$ cat src/rtl/fwg_pkg.sv
package fwg_pkg;

  // power-up guard states
  typedef enum logic [1:0] {
    PU_EVAL = 2'd0,
    PU_HOLD = 2'd1,
    PU_DONE = 2'd2
  } pu_state_t;

  // strobe bundle, bit order used by the filter bank
  typedef struct packed {
    logic cs_n;
    logic rd_n;
    logic wr_n;
  } strobes_t;

  localparam int NUM_STROBES = 3;

endpackage

$ cat src/rtl/fwg_strobe_filter.sv
module fwg_strobe_filter #(
  parameter int GLITCH_CYC = 2
) (
  input  logic clk,
  input  logic rst_n,
  input  logic raw,
  output logic filt
);

  generate
    if (GLITCH_CYC <= 1) begin : g_direct
      always_ff @(posedge clk or negedge rst_n) begin
        if (!rst_n) filt <= 1'b1;
        else        filt <= raw;
      end
    end else begin : g_count
      localparam int CW = $clog2(GLITCH_CYC);
      logic [CW-1:0] cnt;
      always_ff @(posedge clk or negedge rst_n) begin
        if (!rst_n) begin
          filt <= 1'b1;
          cnt  <= '0;
        end else if (raw != filt) begin
          if (cnt == CW'(GLITCH_CYC - 1)) begin
            filt <= raw;
            cnt  <= '0;
          end else begin
            cnt <= cnt + 1'b1;
          end
        end else begin
          cnt <= '0;
        end
      end
    end
  endgenerate

endmodule

$ cat src/rtl/fwg_powerup_guard.sv
module fwg_powerup_guard
  import fwg_pkg::*;
(
  input  logic clk,
  input  logic rst_n,
  input  logic cs_n_raw,
  input  logic rd_n_raw,
  input  logic wr_n_raw,
  input  logic hold_rst_n,
  input  logic we_rise,
  output logic pu_done
);

  pu_state_t state;

  always_ff @(posedge clk or negedge rst_n) begin
    if (!rst_n) begin
      state <= PU_EVAL;
    end else begin
      unique case (state)
        PU_EVAL: begin
          if (!wr_n_raw && !cs_n_raw && !hold_rst_n && rd_n_raw) state <= PU_HOLD;
          else                                                   state <= PU_DONE;
        end
        PU_HOLD: if (we_rise) state <= PU_DONE;
        default: state <= PU_DONE;
      endcase
    end
  end

  assign pu_done = (state == PU_DONE);

endmodule

$ cat src/rtl/fwg_sector_lock.sv
module fwg_sector_lock #(
  parameter int NUM_SECTORS = 134,
  parameter int SEC_W       = 9
) (
  input  logic                   clk,
  input  logic                   rst_n,
  input  logic                   prot_load,
  input  logic [NUM_SECTORS-1:0] prot_data,
  input  logic                   boot_guard_n,
  input  logic                   bulk_lock_n,
  input  logic                   top_boot,
  input  logic [SEC_W-1:0]       sector_idx,
  output logic                   allowed
);

  localparam int IW = $clog2(NUM_SECTORS);

  logic [NUM_SECTORS-1:0] prot_q;
  logic in_range, boot_hit, stored;

  always_ff @(posedge clk or negedge rst_n) begin
    if (!rst_n)         prot_q <= '0;
    else if (prot_load) prot_q <= prot_data;
  end

  always_comb begin
    in_range = (int'(sector_idx) < NUM_SECTORS);
    if (top_boot) boot_hit = in_range && (int'(sector_idx) >= NUM_SECTORS - 2);
    else          boot_hit = (int'(sector_idx) < 2);
    stored  = in_range ? prot_q[sector_idx[IW-1:0]] : 1'b1;
    allowed = in_range && bulk_lock_n && !stored && !(!boot_guard_n && boot_hit);
  end

endmodule

$ cat src/rtl/flash_wr_gate.sv
module flash_wr_gate
  import fwg_pkg::*;
#(
  parameter int NUM_SECTORS = 134,
  parameter int GLITCH_CYC  = 2,
  localparam int SEC_W      = $clog2(NUM_SECTORS) + 1
) (
  input  logic                   clk,
  input  logic                   rst_n,
  input  logic                   chip_sel_n,
  input  logic                   rd_en_n,
  input  logic                   wr_strobe_n,
  input  logic                   boot_guard_n,
  input  logic                   bulk_lock_n,
  input  logic                   hold_rst_n,
  input  logic                   supply_low,
  input  logic                   top_boot,
  input  logic [SEC_W-1:0]       sector_idx,
  input  logic                   prot_load,
  input  logic [NUM_SECTORS-1:0] prot_data,
  output logic                   wr_accept,
  output logic                   sector_ok,
  output logic                   force_read
);

  strobes_t raw_s, filt_s;
  logic we_d, act_d, armed;
  logic active, we_rise, armed_nxt, accept_c;
  logic pu_done, allowed;

  assign raw_s = '{cs_n: chip_sel_n, rd_n: rd_en_n, wr_n: wr_strobe_n};

  // one filter per strobe
  generate
    for (genvar i = 0; i < NUM_STROBES; i++) begin : g_filt
      fwg_strobe_filter #(.GLITCH_CYC(GLITCH_CYC)) u_filt (
        .clk  (clk),
        .rst_n(rst_n),
        .raw  (raw_s[i]),
        .filt (filt_s[i])
      );
    end
  endgenerate

  assign active    = !filt_s.cs_n && !filt_s.wr_n && filt_s.rd_n;
  assign we_rise   = filt_s.wr_n && !we_d;
  // a write phase arms only if it begins and continues with good supply
  assign armed_nxt = active && !supply_low && (armed || !act_d);
  assign accept_c  = we_rise && armed && !supply_low && pu_done && hold_rst_n;

  always_ff @(posedge clk or negedge rst_n) begin
    if (!rst_n) begin
      we_d       <= 1'b1;
      act_d      <= 1'b0;
      armed      <= 1'b0;
      wr_accept  <= 1'b0;
      sector_ok  <= 1'b0;
      force_read <= 1'b0;
    end else begin
      we_d       <= filt_s.wr_n;
      act_d      <= active;
      armed      <= armed_nxt;
      wr_accept  <= accept_c;
      sector_ok  <= allowed;
      force_read <= supply_low;
    end
  end

  fwg_powerup_guard u_pu (
    .clk       (clk),
    .rst_n     (rst_n),
    .cs_n_raw  (chip_sel_n),
    .rd_n_raw  (rd_en_n),
    .wr_n_raw  (wr_strobe_n),
    .hold_rst_n(hold_rst_n),
    .we_rise   (we_rise),
    .pu_done   (pu_done)
  );

  fwg_sector_lock #(.NUM_SECTORS(NUM_SECTORS), .SEC_W(SEC_W)) u_lock (
    .clk         (clk),
    .rst_n       (rst_n),
    .prot_load   (prot_load),
    .prot_data   (prot_data),
    .boot_guard_n(boot_guard_n),
    .bulk_lock_n (bulk_lock_n),
    .top_boot    (top_boot),
    .sector_idx  (sector_idx),
    .allowed     (allowed)
  );

endmodule

$ cat config.mk
export PLATFORM = sky130hd
export DESIGN_NAME = flash_wr_gate
export DESIGN_NICKNAME = d
export VERILOG_FILES = /design/src/rtl/fwg_pkg.sv /design/src/rtl/fwg_strobe_filter.sv /design/src/rtl/fwg_powerup_guard.sv /design/src/rtl/fwg_sector_lock.sv /design/src/rtl/flash_wr_gate.sv
export SDC_FILE = /design/constraint.sdc
export NUM_CORES = 1
export LEC_CHECK = 0
export CAP_MARGIN = 40
export CORE_UTILIZATION = 54
export CTS_BUF_LIST = sky130_fd_sc_hd__clkbuf_16
export CTS_CLUSTER_SIZE = 14
export DETAILED_ROUTE_END_ITERATION = 12
export MAX_ROUTING_LAYER = met4
export PLACE_DENSITY = 0.86
export SYNTH_ARGS = -nofsm -noshare
export SYNTH_HDL_FRONTEND = slang
export SYNTH_SLANG_ARGS = --single-unit
$ cat constraint.sdc
create_clock -name clk -period 2.7 [get_ports clk]
set_input_delay 0.27 -clock clk [delete_from_list [all_inputs] [get_ports clk]]
set_output_delay 0.27 -clock clk [all_outputs]
set_load 0.02 [all_outputs]
==> results.toml <==
[clock_network]
cts_sinks = 148
cts.path.max_buffers = 2
tritoncts = "done"
postCtsSetupBuffers = 0
numCtsBuffers = 17
hold_buffers = 1
worstSkewPairLatency_ns = 0.42
clk_pin_slew_ns = 0.06
ctsHtreeMaxLevel = 4
cts_resized = 0
clockRootBuffer = "clkbuf_16"

[yosys]
synth_top_cell_by_area = "dfrtp_1"
seq_area_frac_synth_pct = 55.4
synthArstFlopShare_pct = 100
synth_nets = 611
yosys_most_used_dff = "dfrtp_1"
synth_area_leaders = "dfrtp_1 54%, mux2_2 23%, mux2i_1 7.0%, mux4_2 3.0%, a22oi_1 1.6%"
syn_area_um2 = 6700
synth-edff-count = 0
syn_inst = 457
synth_cell_types = 43
ys_ff_latch = 148
synth_top_area_share_pct = 53.8
syn_area_per_cell_um2 = 14.7
yosysWarnings = 0

[power]
power_density_nw_per_um2 = 660
p_seq_share_pct = 44.6
p_sw_share_pct = 23.0
vdd_drop_max_mv = 0.549
leakagePower_nw = 3.78
p_clk_share_pct = 40.2
p_sw_mw = 1.37
comb_power_share_pct = 15.1
internal_power_mw = 4.58

[place]
gp_congestion = 0.913
io_buffers = 156
hpwl_mm = 10.9

[timing]
relSlewSlack_pct = 48.5
fin_crit_sh_pct = 77.9
hold_viol = 0
finalCriticalPeriod_ns = 2.10
slew_viol_final = 0
fin_setup_tns_ns = 0
holdWs_ns = 0.369
worstMarginPinSlew_ns = 0.772
fin_skew_ns = 0.00467
clock.fmax_mhz = 475
rsz0062_at_grt = "false"
setup_violations = 0

[finish]
drive_gt1_share_pct = 30.2
layout-area-overhead-vs-synth_pct = 34.6
multiInputGateArea_um2 = 2810
final_nets = 770
seq_area_um2 = 3710
antenna_cells = 0
nFillCells = 770

[worst_setup_path]
cp-end-kind = "register"
worstPathMaxFanout = 9
crit_path_start_kind = "input port"
worstSetupPathType = "input port to register"
critPathArrivalTime_ns = 2.46
worst-path-buf-inv = 1
crit_chain = "clkdlybuf4s50_1 -> nor2b_1 -> a22oi_1 -> a31o_2 -> nor4_1 -> o31a_1"
required_ns = 3.06
slowest_stage = "clkdlybuf4s50_1"
crit_path_max_incr_delay_ns = 0.67
crit_family = "simple AND/OR/NAND/NOR gates"

[grt]
globalRouteOverflowTotal = 0
antenna_found_initial = 0
track_usage_pct = 26.6
grt_pass1_wl_mm = 24.7
grt_pass1_vias = 4889
grt_start_max_net_pins = 135

[detailed_routing]
drt_iter0_markers = 172
drcViolationCount = 0
antenna_left = 0
first_pass_iters = 4
wl_mm = 15.5
vias = 4423
wire_per_inst_um = 19.4
via_per_inst = 5.55

[job]
cap_viol_max_count = 0

[floorplan]
start_util_pct = 55.5
die-area_um2 = 12900
die-width_um = 113
die_h_um = 113
core_um2 = 12100
rows = 40
pin_count = 157

[outcome]
status = "completed"

[hold_path]
min_path_type = "input port to register"
==> routing by layer <==
metal | GRT usage (%) | vias up | wire length, um
met5 | - | - | 0
met4 | 11.6 | 0 | 383
met2 | 42.3 | 188 | 7520
met3 | 6.75 | 28 | 994
met1 | 32.5 | 2195 | 6550
li1 | - | 2012 | -
==> cells in the mapped netlist, types with 2 or more instances <==
master,number
nor2_1,7
mux2i_1,47
dfstp_2,4
clkbuf_1,16
nand3_1,5
xnor2_1,3
a22oi_1,14
buf_6,5
a21oi_1,4
mux4_2,9
mux2_2,136
mux4_1,3
o21ai_0,2
dfrtp_1,144
a211oi_1,2
buf_2,4
inv_1,5
a221oi_1,4
nor3b_1,2
nand3b_1,2
nand4_1,2
a2111oi_0,3
nand2_1,8
nor3_1,3
nor2b_1,5
==> per-stage QoR <==
stage / instances / setup WS, ns / utilization (%) / power [mW] / area [um^2]
2_1_floorplan: 457 / 0.921 / - / 3.16 / 6700
3_3_place_gp: 764 / 0.333 / 69.7 / 3.55 / 8410
3_5_place_dp: 764 / 0.206 / 69.7 / 3.60 / 8410
4_1_cts: 797 / 0.639 / 74.8 / 5.99 / 9020
5_1_grt: 797 / 0.494 / 74.8 / 6.18 / 9020
6_report: 797 / 0.596 / 74.8 / 5.95 / 9020
==> layout by cell type, fill, tap and decap left out, drive strengths merged, types with 5 or more instances in the layout <==
master and n:
clkdlybuf4s50 153, dfrtp 144, mux2 136, mux2i 47, clkbuf 17, a22oi 14
buf 14, mux4 12, clkinv 9, nand2 8, nor2 7, inv 6
nor2b 5, nand3 5
==> cell families after synthesis <==
logic type / after synthesis / share of synthesized area (%)
XOR/XNOR: 3 / 0.392
multiplexers: 195 / 34.1
AND/OR/NAND/NOR: 40 / 3.19
flip-flops: 148 / 55.4
AO/OA/AOI/OAI: 38 / 4.26
buffers and inverters: 33 / 2.71
==> sequential cells by signal, indices dropped and copies added, names as in the netlist <==
name / cells
we_d: 1
wr_accept: 1
u_lock.prot_q: 134
g_filt.u_filt.filt: 3
sector_ok: 1
act_d: 1
force_read: 1
g_filt.u_filt.g_count.cnt: 3
u_pu.state: 2
armed: 1
==> final timing paths <==
kind / from / to / slack [ns] / depth (start not counted)
setup / recovery: sector_idx[2] / sector_ok / 0.60 / 6
hold / removal: supply_low / force_read / 0.37 / 1
setup reg to reg: u_lock.prot_q[45] / sector_ok / 0.87 / 5
hold reg to reg: g_filt[0].u_filt.filt / we_d / 0.41 / 0
max in group asynchronous: rst_n / u_lock.prot_q[92] / 1.39 / 3
min in group asynchronous: rst_n / u_lock.prot_q[109] / 0.50 / 2
==> power groups by stage <==
stage,clock [mW],combinational (mW),sequential (mW)
2_1_floorplan,0,0.515,2.64
3_3_place_gp,0,0.874,2.67
3_5_place_dp,0,0.903,2.69
4_1_cts,2.42,0.912,2.66
5_1_grt,2.51,0.972,2.69
6_report,2.39,0.900,2.66
==> layout make-up <==
type	count	share of cell area, %
inverter	5	0.208
clock inverter	15	1.89
tap	168	2.33
clock buffer	17	4.72
timing repair buffer	168	18.6
sequential	148	41.1
multi-input combinational	276	31.2
Power figures use the tool's default switching activity.
